==> config.mk <==
export PLATFORM = sky130hd
export DESIGN_NAME = ccp_timer
export DESIGN_NICKNAME = d
export VERILOG_FILES = /design/src/rtl/ccp_pkg.sv /design/src/rtl/ccp_counter.sv /design/src/rtl/ccp_capture.sv /design/src/rtl/ccp_flag.sv /design/src/rtl/ccp_timer.sv
export SDC_FILE = /design/constraint.sdc
export NUM_CORES = 1
export LEC_CHECK = 0
export CORE_ASPECT_RATIO = 0.8
export CORE_MARGIN = 4
export CORE_UTILIZATION = 45
export DETAILED_ROUTE_END_ITERATION = 7
export GPL_TIMING_DRIVEN = 0
export MAX_ROUTING_LAYER = met4
export PLACE_DENSITY = 0.61
export SETUP_SLACK_MARGIN = 0.05
export SLEW_MARGIN = 0
export SYNTH_ARGS = -nofsm -noshare
export SYNTH_HDL_FRONTEND = slang
export SYNTH_SLANG_ARGS = --single-unit
==> constraint.sdc <==
create_clock -name clk -period 1.7 [get_ports clk]
set_input_delay 0.255 -clock clk [delete_from_list [all_inputs] [get_ports clk]]
set_output_delay 0.255 -clock clk [all_outputs]
set_load 0.05 [all_outputs]
==> src/rtl/ccp_pkg.sv <==
package ccp_pkg;

  // Register offsets on the byte bus
  typedef enum logic [2:0] {
    REG_CTRL = 3'd0,
    REG_STAT = 3'd1,
    REG_CAPH = 3'd2,
    REG_CAPL = 3'd3,
    REG_CMPH = 3'd4,
    REG_CMPL = 3'd5,
    REG_CNTH = 3'd6,
    REG_CNTL = 3'd7
  } reg_sel_e;

  // Flag indices inside the flag vector
  localparam int unsigned FLG_CAP = 0;
  localparam int unsigned FLG_CMP = 1;
  localparam int unsigned FLG_OVF = 2;
  localparam int unsigned NUM_FLG = 3;

  // Control register bit positions
  localparam int unsigned CTL_RISE  = 0;
  localparam int unsigned CTL_LEVEL = 1;
  localparam int unsigned CTL_PADEN = 2;

endpackage

==> src/rtl/ccp_counter.sv <==
module ccp_counter #(
  parameter int unsigned CNT_W = 16
) (
  input  logic             clk,
  input  logic             rst,
  output logic [CNT_W-1:0] cnt_o,
  output logic             wrap_o
);

  logic [CNT_W-1:0] cnt_q;

  always_ff @(posedge clk) begin
    if (rst) cnt_q <= '0;
    else     cnt_q <= cnt_q + 1'b1;
  end

  // Next edge rolls the count over to zero
  assign wrap_o = !rst && (cnt_q == {CNT_W{1'b1}});
  assign cnt_o  = cnt_q;

endmodule

==> src/rtl/ccp_capture.sv <==
module ccp_capture #(
  parameter int unsigned CNT_W    = 16,
  parameter int unsigned SYNC_LEN = 2
) (
  input  logic             clk,
  input  logic             rst,
  input  logic             pin_i,
  input  logic             rise_i,
  input  logic [CNT_W-1:0] cnt_i,
  output logic [CNT_W-1:0] cap_o,
  output logic             hit_o
);

  // Synchronizer plus one history stage; not reset so that the pipe
  // always reflects the real pin history across a functional reset.
  logic [SYNC_LEN:0] shr_q = '0;
  logic [CNT_W-1:0]  cap_q;
  logic              cur_lvl, old_lvl;

  always_ff @(posedge clk) begin
    shr_q <= {shr_q[SYNC_LEN-1:0], pin_i};
  end

  assign cur_lvl = shr_q[SYNC_LEN-1];
  assign old_lvl = shr_q[SYNC_LEN];
  assign hit_o   = !rst && (rise_i ? (cur_lvl && !old_lvl)
                                   : (!cur_lvl && old_lvl));

  always_ff @(posedge clk) begin
    if (rst)        cap_q <= '0;
    else if (hit_o) cap_q <= cnt_i;
  end

  assign cap_o = cap_q;

endmodule

==> src/rtl/ccp_flag.sv <==
module ccp_flag (
  input  logic clk,
  input  logic rst,
  input  logic set_i,
  input  logic stat_rd_i,
  input  logic clr_acc_i,
  output logic flag_o,
  output logic arm_o
);

  // Power-on value only; the functional reset does not touch it
  logic flag_q = 1'b0;
  logic arm_q;

  always_ff @(posedge clk) begin
    if (set_i)                   flag_q <= 1'b1;
    else if (arm_q && clr_acc_i) flag_q <= 1'b0;
  end

  always_ff @(posedge clk) begin
    if (rst)                      arm_q <= 1'b0;
    else if (clr_acc_i)           arm_q <= 1'b0;
    else if (stat_rd_i && flag_q) arm_q <= 1'b1;
  end

  assign flag_o = flag_q;
  assign arm_o  = arm_q;

endmodule

==> src/rtl/ccp_timer.sv <==
module ccp_timer
  import ccp_pkg::*;
#(
  parameter int unsigned DATA_W   = 8,
  parameter int unsigned SYNC_LEN = 2
) (
  input  logic              clk,
  input  logic              rst,
  input  logic              bus_sel,
  input  logic              bus_we,
  input  logic [2:0]        bus_addr,
  input  logic [DATA_W-1:0] bus_wdata,
  output logic [DATA_W-1:0] bus_rdata,
  input  logic              cap_pin,
  input  logic              gpio_out,
  input  logic              gpio_oe,
  output logic              pad_out,
  output logic              pad_oe,
  output logic              cmp_out
);

  localparam int unsigned CNT_W = 2 * DATA_W;

  logic [DATA_W-1:0]  ctrl_q;
  logic [CNT_W-1:0]   cmp_q;
  logic               lvl_q;
  logic [DATA_W-1:0]  rdata_q;
  logic [CNT_W-1:0]   cnt;
  logic [CNT_W-1:0]   cap_val;
  logic               wrap_ev, cap_hit, cmp_hit;
  logic               rd_stb, wr_stb;
  logic               stat_rd, stat_wr;
  logic [NUM_FLG-1:0] set_vec, clr_vec, flag_vec, arm_vec;
  logic [DATA_W-1:0]  stat_byte, rd_mux;
  reg_sel_e           sel;

  assign sel    = reg_sel_e'(bus_addr);
  assign rd_stb = bus_sel && !bus_we;
  assign wr_stb = bus_sel && bus_we;
  assign stat_rd = rd_stb && (sel == REG_STAT);
  assign stat_wr = wr_stb && (sel == REG_STAT);

  ccp_counter #(.CNT_W(CNT_W)) cnt_i (
    .clk    (clk),
    .rst    (rst),
    .cnt_o  (cnt),
    .wrap_o (wrap_ev)
  );

  ccp_capture #(.CNT_W(CNT_W), .SYNC_LEN(SYNC_LEN)) cap_i (
    .clk    (clk),
    .rst    (rst),
    .pin_i  (cap_pin),
    .rise_i (ctrl_q[CTL_RISE]),
    .cnt_i  (cnt),
    .cap_o  (cap_val),
    .hit_o  (cap_hit)
  );

  // Control and compare registers
  always_ff @(posedge clk) begin
    if (rst) begin
      ctrl_q <= '0;
      cmp_q  <= {CNT_W{1'b1}};
    end else if (wr_stb) begin
      case (sel)
        REG_CTRL: ctrl_q <= bus_wdata;
        REG_CMPH: cmp_q[CNT_W-1:DATA_W] <= bus_wdata;
        REG_CMPL: cmp_q[DATA_W-1:0]     <= bus_wdata;
        default:  ;
      endcase
    end
  end

  // Compare match and output-level transfer
  assign cmp_hit = !rst && (cnt == cmp_q);

  always_ff @(posedge clk) begin
    if (rst)          lvl_q <= 1'b0;
    else if (cmp_hit) lvl_q <= ctrl_q[CTL_LEVEL];
  end

  // Event and clear-access vectors
  always_comb begin
    set_vec          = '0;
    set_vec[FLG_CAP] = cap_hit;
    set_vec[FLG_CMP] = cmp_hit;
    set_vec[FLG_OVF] = wrap_ev;
    clr_vec          = '0;
    clr_vec[FLG_CAP] = rd_stb  && (sel == REG_CAPL);
    clr_vec[FLG_CMP] = bus_sel && (sel == REG_CMPL);
    clr_vec[FLG_OVF] = bus_sel && (sel == REG_CNTL);
  end

  for (genvar g = 0; g < NUM_FLG; g++) begin : g_flag
    ccp_flag flg_i (
      .clk       (clk),
      .rst       (rst),
      .set_i     (set_vec[g]),
      .stat_rd_i (stat_rd),
      .clr_acc_i (clr_vec[g]),
      .flag_o    (flag_vec[g]),
      .arm_o     (arm_vec[g])
    );
  end

  // Read path
  always_comb begin
    stat_byte           = '0;
    stat_byte[DATA_W-1] = flag_vec[FLG_CAP];
    stat_byte[DATA_W-2] = flag_vec[FLG_CMP];
    stat_byte[DATA_W-3] = flag_vec[FLG_OVF];
    case (sel)
      REG_CTRL: rd_mux = ctrl_q;
      REG_STAT: rd_mux = stat_byte;
      REG_CAPH: rd_mux = cap_val[CNT_W-1:DATA_W];
      REG_CAPL: rd_mux = cap_val[DATA_W-1:0];
      REG_CMPH: rd_mux = cmp_q[CNT_W-1:DATA_W];
      REG_CMPL: rd_mux = cmp_q[DATA_W-1:0];
      REG_CNTH: rd_mux = cnt[CNT_W-1:DATA_W];
      REG_CNTL: rd_mux = cnt[DATA_W-1:0];
      default:  rd_mux = '0;
    endcase
  end

  always_ff @(posedge clk) begin
    if (rst)         rdata_q <= '0;
    else if (rd_stb) rdata_q <= rd_mux;
  end

  assign bus_rdata = rdata_q;
  assign cmp_out   = lvl_q;
  assign pad_out   = ctrl_q[CTL_PADEN] ? lvl_q : gpio_out;
  assign pad_oe    = ctrl_q[CTL_PADEN] ? 1'b1  : gpio_oe;

endmodule

==> impl_metrics.csv, run 1 <==
group,metric,value,unit
route,drtAntennaViolNets,0,
sta,report.final.slew_viol_count,0,
floorplanning,coreArea,0.00757,mm²
floorplanning,dieArea,0.00945,mm²
pwr,peakVddDrop,624,µV
route,num_vias,3082,
sta,slew-limit-headroom,0.611,
setup_path,worstPathMaxFanout,6,
flow_run,cap_violations,0,
sta,period_minus_slack,1.61,ns
setup_path,reg2reg_to,"cnt_i.cnt_o[14]",
clocking,cts-buffers-inserted,9,
setup_path,setup.worst_path.start,"cnt_i.cnt_o[3]",
sta,clock.fmax,622,MHz
setup_path,ff2ff_path_depth,6,
grt,grt_pass1_wl,15600,µm
clocking,cts-root-buf,"clkbuf_8",
sta,skew,0.0108,ns
floorplanning,io_pins,29,
cells_and_area,final_nets,478,
sta,worst_pin_slew,0.583,ns
floorplanning,die_x,108,µm
cells_and_area,num_antenna_cells,0,
cells_and_area,layout-drive-gt1-share,0.175,
route,routed_wirelength,9760,µm
placement,io_buffers,24,
cells_and_area,final_util,0.567,
setup_path,cp.required,1.94,ns
route,first_pass_iters,5,
floorplanning,die_y,87.8,µm
route,drtIter0Drc,296,
grt,track_usage,0.226,
setup_path,crit_type,"flip-flop to flip-flop",
cells_and_area,final_common_cell,"dfxtp_1",
logic_synthesis,syn_area,0.00358,mm²
pwr,leakage,1.65,nW
grt,grt_pass1_vias,2822,
setup_path,endpoint,"cnt_i.cnt_o[14]",
setup_path,critPathLaunchType,"flip-flop",
setup_path,worst_setup_path_end_kind,"flip-flop",
clocking,cts_sinks,74,
sta,hold_violations,0,
logic_synthesis,yosys_warnings,0,
sta,rsz0062_at_grt,"yes",
sta,hold_slack,0.331,ns
logic_synthesis,synth_ff_type,"dfxtp_1",
route,drc,0,
clocking,cts_tree,"done",
cells_and_area,final_cell_mix,"dfxtp_1 (62), nand2_1 (48), nor2_1 (40)",
grt,antenna_found_initial,0,
floorplanning,initial_utilization,0.473,
min_path,min_path_type,"flip-flop to flip-flop",
logic_synthesis,yosysSeqAreaShare,0.414,
logic_synthesis,postSynthCellCount,420,
logic_synthesis,async_flop_share,0,
logic_synthesis,syn_nets,439,
floorplanning,rows,28,
clocking,clk_pin_slew,0.08,ns
setup_path,arrival,1.84,ns
placement,hpwl,7100,µm
sta,min_period_over_period,0.945,
placement,place_congestion,0.951,
grt,grt_remaining_overflow,0,
cells_and_area,syn_to_final_growth,20.0,%
route,wl_per_cell,17.1,µm
pwr,power_density,861,mW/mm²
logic_synthesis,synth_area_per_cell,8.52,µm²
clocking,insertion_delay,0.36,ns
sta,finalSetupViolations,0,
route,vias_per_cell,5.42,
grt,grt_max_degree,14,
logic_synthesis,yosysUniqueCellTypes,49,
clocking,h-tree-depth,3,
clocking,clk_path_buf_depth,2,
setup_path,reg2reg_from,"cnt_i.cnt_o[3]",
logic_synthesis,synth_edf_count,0,
outcome,run_status,"complete, no violations",
logic_synthesis,ys_seq_elements,74,
clocking,cts_hold_buffers,0,
setup_path,rrSetupSlack,0.09,ns
[critical path: stages (launching register included)]
cell,delay [ns]
dfxtp_1,0.33
buf_6,0.12
and4_4,0.23
and3_4,0.21
or3b_4,0.40
xnor2_1,0.14
nor2_1,0.05
[state kept, by name, indices dropped and copies added, names as in the netlist]
| name | count |
|---|---|
| cnt_i.cnt_o | 16 |
| bus_rdata | 8 |
| g_flag.flg_i.arm_o | 3 |
| cap_i.cap_o | 16 |
| cmp_out | 1 |
| ctrl_q | 8 |
| cap_i.shr_q | 3 |
| cmp_q | 16 |
| g_flag.flg_i.flag_o | 3 |
[per-stage QoR]
stage          instance area, µm²  cells  worst slack (ns)  setup TNS (ns)  power [W]
2_1_floorplan                3580    420             0.151               0    0.00208
3_3_place_gp                 3950    549            -0.310           -6.99    0.00221
3_5_place_dp                 3950    549            -0.336           -7.09    0.00221
4_1_cts                      4210    564          -0.00907        -0.00907    0.00370
5_1_grt                      4290    569            0.0259               0    0.00382
6_report                     4290    569            0.0935               0    0.00370
[power by group]
group	switching [W]	internal [W]	leakage [nW]
clock	0.000677	0.000831	0.110
sequential	0.0000321	0.00177	0.606
combinational	0.000231	0.000158	0.929
total	0.000940	0.00276	1.65
[cells in the mapped netlist, types with 5 or more instances]
library cell,number,area (µm²)
a211o_1,8,70.1
a21oi_1,14,70.1
buf_2,13,65.1
clkbuf_1,14,52.6
dfxtp_1,74,1480
inv_1,14,52.6
mux2i_1,16,160
nand2_1,48,180
nand2b_1,18,113
nand3_1,14,70.1
nand3b_1,15,113
nor2_1,40,150
nor2b_1,7,43.8
nor3_1,7,35.0
o21ai_0,18,90.1
o21ai_1,5,25.0
o22ai_1,5,31.3
or3_1,6,37.5
xnor2_1,5,43.8
xor2_1,24,210
[worst min path at each step]
stage / slack (ns) / to / start / cells after the start
floorplan: 0.28 / cap_i.shr_q[0] / cap_pin / 0
global placement: 0.31 / cap_i.shr_q[1] / cap_i.shr_q[0] / 0
detailed placement: 0.31 / cap_i.shr_q[1] / cap_i.shr_q[0] / 0
CTS: 0.33 / cap_i.shr_q[1] / cap_i.shr_q[0] / 0
global route: 0.33 / cap_i.shr_q[0] / cap_pin / 1
finish: 0.33 / cap_i.shr_q[1] / cap_i.shr_q[0] / 0
[area by class of cell]
type | count | area (µm²)
Fill cell | 718 | 3270
Multi-Input combinational cell | 300 | 1930
Sequential cell | 74 | 1500
Timing Repair Buffer | 29 | 256
Buffer | 30 | 198
Tap cell | 105 | 131
Clock buffer | 10 | 128
Clock inverter | 6 | 91.3
Inverter | 15 | 56.3
[layer usage]
layer	wire length (µm)	share of wire	track usage
met1	5030	0.52	0.332
met2	3960	0.41	0.301
met3	550	0.056	0.0442
met4	208	0.021	0.0837
met5	0	0	-
[repair_timing]
action / CTS / global route
setup endpoints to repair: 36 / 43
cloned: 0 / 0
gates resized for setup: 33 / 32
setup buffers: 0 / 5
pin swaps: 2 / 2
[cell families after synthesis]
| kind of cell | Yosys count | synth area share |
|---|---|---|
| flip-flops | 74 | 0.414 |
| XOR/XNOR | 29 | 0.0710 |
| buffers and inverters | 46 | 0.0626 |
| AND/OR/NAND/NOR | 180 | 0.260 |
| multiplexers | 22 | 0.0636 |
| AO/OA/AOI/OAI | 68 | 0.125 |
| adder cells (fa/ha/maj) | 1 | 0.00350 |
Note: power is estimated with default switching activity, not from simulation.
==> inputs of run 2 (changes only) <==
--- a/config.mk
+++ b/config.mk
@@ -6,7 +6,7 @@
 export NUM_CORES = 1
 export LEC_CHECK = 0
 export CORE_ASPECT_RATIO = 0.8
-export CORE_MARGIN = 4
+export CORE_MARGIN = 2
 export CORE_UTILIZATION = 45
 export DETAILED_ROUTE_END_ITERATION = 7
 export GPL_TIMING_DRIVEN = 0
==> run 2 against run 1 <==
  * Die area fell by 8.1%
  * Count of clock-buffer cells in the layout unchanged
  * Power is 4.2% higher
  * Global-route usage up 2.4 points
  * Wire length grew 4.5%
  * Critical endpoint unchanged
  * Combinational power barely moved
  * Sequential cell count did not move
  * Highest routed layer unchanged
  * Largest power group unchanged
==> impl_metrics.csv, run 2 (synthesis gave the netlist of run 1 again) <==
group,metric,value,unit
floorplanning,rows,29,
min_path,min_path_type,"flip-flop to flip-flop",
clocking,cts-buffers-inserted,9,
pwr,power_density,888,mW/mm²
floorplanning,coreArea,0.00784,mm²
route,drtAntennaViolNets,0,
setup_path,cp_cell_sequence,"and4_4, and3_4, or3b_4, xnor2_2, nor2_1",
route,wl_per_cell,17.8,µm
cells_and_area,final_common_cell,"dfxtp_1",
sta,finalSetupViolations,0,
setup_path,worstPathMaxFanout,5,
cells_and_area,seqCellArea,0.00150,mm²
route,num_vias,3096,
grt,grt_pass1_wl,15900,µm
sta,worst_slack,0.104,ns
setup_path,max_stage_delay,0.42,ns
clocking,cts_sinks,74,
setup_path,crit_type,"flip-flop to flip-flop",
setup_path,arrival,1.83,ns
outcome,run_status,"complete, no violations",
grt,grt_remaining_overflow,0,
route,wirelength_met1,5000,µm
placement,place_inst,552,
cells_and_area,final_util,0.553,
setup_path,cp_slowest_cell,"dfxtp_2",
cells_and_area,fillCellCount,764,
setup_path,endpoint,"cnt_i.cnt_o[14]",
placement,placed_area,0.00395,mm²
setup_path,worst-path-buf-inv,0,
sta,hold_violations,0,
flow_run,cap_violations,0,
grt,antenna_found_initial,0,
route,wl_met3,662,µm
pwr,leakage,1.67,nW
cells_and_area,syn_to_final_growth,21.2,%
cells_and_area,layout.cells.non_filler,573,
sta,clock.fmax,626,MHz
sta,skew,0.00993,ns
sta,min_period_over_period,0.939,
route,maxUsedRoutingLayer,"met4",
placement,hpwl,7360,µm
sta,period_minus_slack,1.60,ns
cells_and_area,final_nets,480,
cells_and_area,design_area,0.00434,mm²
cells_and_area,layout-drive-gt1-share,0.176,
sta,slew-limit-headroom,0.576,
setup_path,ff2ff_path_depth,5,
setup_path,rrSetupSlack,0.10,ns
floorplanning,initial_utilization,0.457,
setup_path,cp.required,1.94,ns
sta,report.final.slew_viol_count,0,
placement,io_buffers,24,
route,vias_per_cell,5.40,
sta,rsz0062_at_grt,"no",
setup_path,reg2reg_to,"cnt_i.cnt_o[14]",
clocking,clk_pin_slew,0.08,ns
pwr,peakVddDrop,460,µV
clocking,cts_tree,"done",
floorplanning,dieArea,0.00869,mm²
route,dr_wl_met2,4430,µm
sta,worst_pin_slew,0.636,ns
route,routed_wirelength,10200,µm
clocking,clk_path_buf_depth,2,
sta,tns,0,ns
clocking,cts-root-buf,"clkbuf_8",
cells_and_area,num_antenna_cells,0,
grt,grt_pass1_vias,2852,
floorplanning,io_pins,29,
floorplanning,die_x,104,µm
setup_path,reg2reg_from,"cnt_i.cnt_o[5]",
placement,dp_slack,-0.333,ns
route,drtIter0Drc,230,
grt,grt_max_degree,13,
placement,place_congestion,0.934,
setup_path,critPathTopFamily,"simple AND/OR/NAND/NOR gates",
setup_path,setup.worst_path.start,"cnt_i.cnt_o[5]",
route,drc,0,
clocking,h-tree-depth,3,
setup_path,crit_cells,5,
cells_and_area,final_cell_mix,"dfxtp_1 (61), nand2_1 (48), nor2_1 (40)",
clocking,insertion_delay,0.36,ns
setup_path,worst_setup_path_end_kind,"flip-flop",
cells_and_area,multiInputGateArea,0.00193,mm²
setup_path,critPathLaunchType,"flip-flop",
floorplanning,die_y,83.8,µm
route,first_pass_iters,6,
grt,track_usage,0.250,
## run 2: cell types whose count changed in the layout (fill, tap and decap cells not counted), sizes merged
cell | previous run | this run
bufinv | 2 | 3
clkinvlp | 0 | 1
clkdlybuf4s15 | 0 | 1
clkbuf | 23 | 22
clkinv | 4 | 1
buf | 24 | 26
## run 2: layer usage
metal  vias to the layer above  track usage
li1                       1511            -
met2                        92        0.355
met3                        13       0.0570
met1                      1480        0.359
met5                         -            -
met4                         0       0.0614
## run 2: per-stage QoR
stage,hold slack (ns),total power (W)
after global placement,0.314,0.00222
after global routing,0.335,0.00400
after detailed placement,0.315,0.00222
after floorplan,0.283,0.00208
final,0.329,0.00385
after CTS,0.333,0.00387
## run 2: worst reg2reg max path, stage by stage, from the launching register on
cell and delay, ns:
dfxtp_2 0.42, and4_4 0.26, and3_4 0.20, or3b_4 0.41, xnor2_2 0.14, nor2_1 0.05
## run 2: what timing repair did
action / in CTS / in global routing
buffers inserted: 0 / 7
hold buffers: 0 / 0
resized for setup: 29 / 38
pin swaps: 1 / 3
setup endpoints to repair: 35 / 35
## run 2: cell type report
type,count,area share
buffer,30,0.0467
clock buffer,10,0.0317
clock inverter,5,0.0237
inverter,15,0.0130
multi-input combinational,300,0.444
sequential,74,0.345
tap,108,0.0312
timing repair buffer,31,0.0640
## run 2: how the worst min path moves through the flow
stage	from	end	slack (ns)	depth (start not counted)
after floorplan	cap_pin	cap_i.shr_q[0]	0.28	0
after global placement	cap_i.shr_q[0]	cap_i.shr_q[1]	0.31	0
after detailed placement	cap_i.shr_q[0]	cap_i.shr_q[1]	0.31	0
after CTS	cap_i.shr_q[0]	cap_i.shr_q[1]	0.33	0
after global routing	cap_pin	cap_i.shr_q[0]	0.33	1
final	cap_i.shr_q[0]	cap_i.shr_q[1]	0.33	0
## run 2: power breakdown
group          switching [W]  internal, W
Clock               0.000660      0.00100
Sequential         0.0000329      0.00177
Combinational       0.000229     0.000157
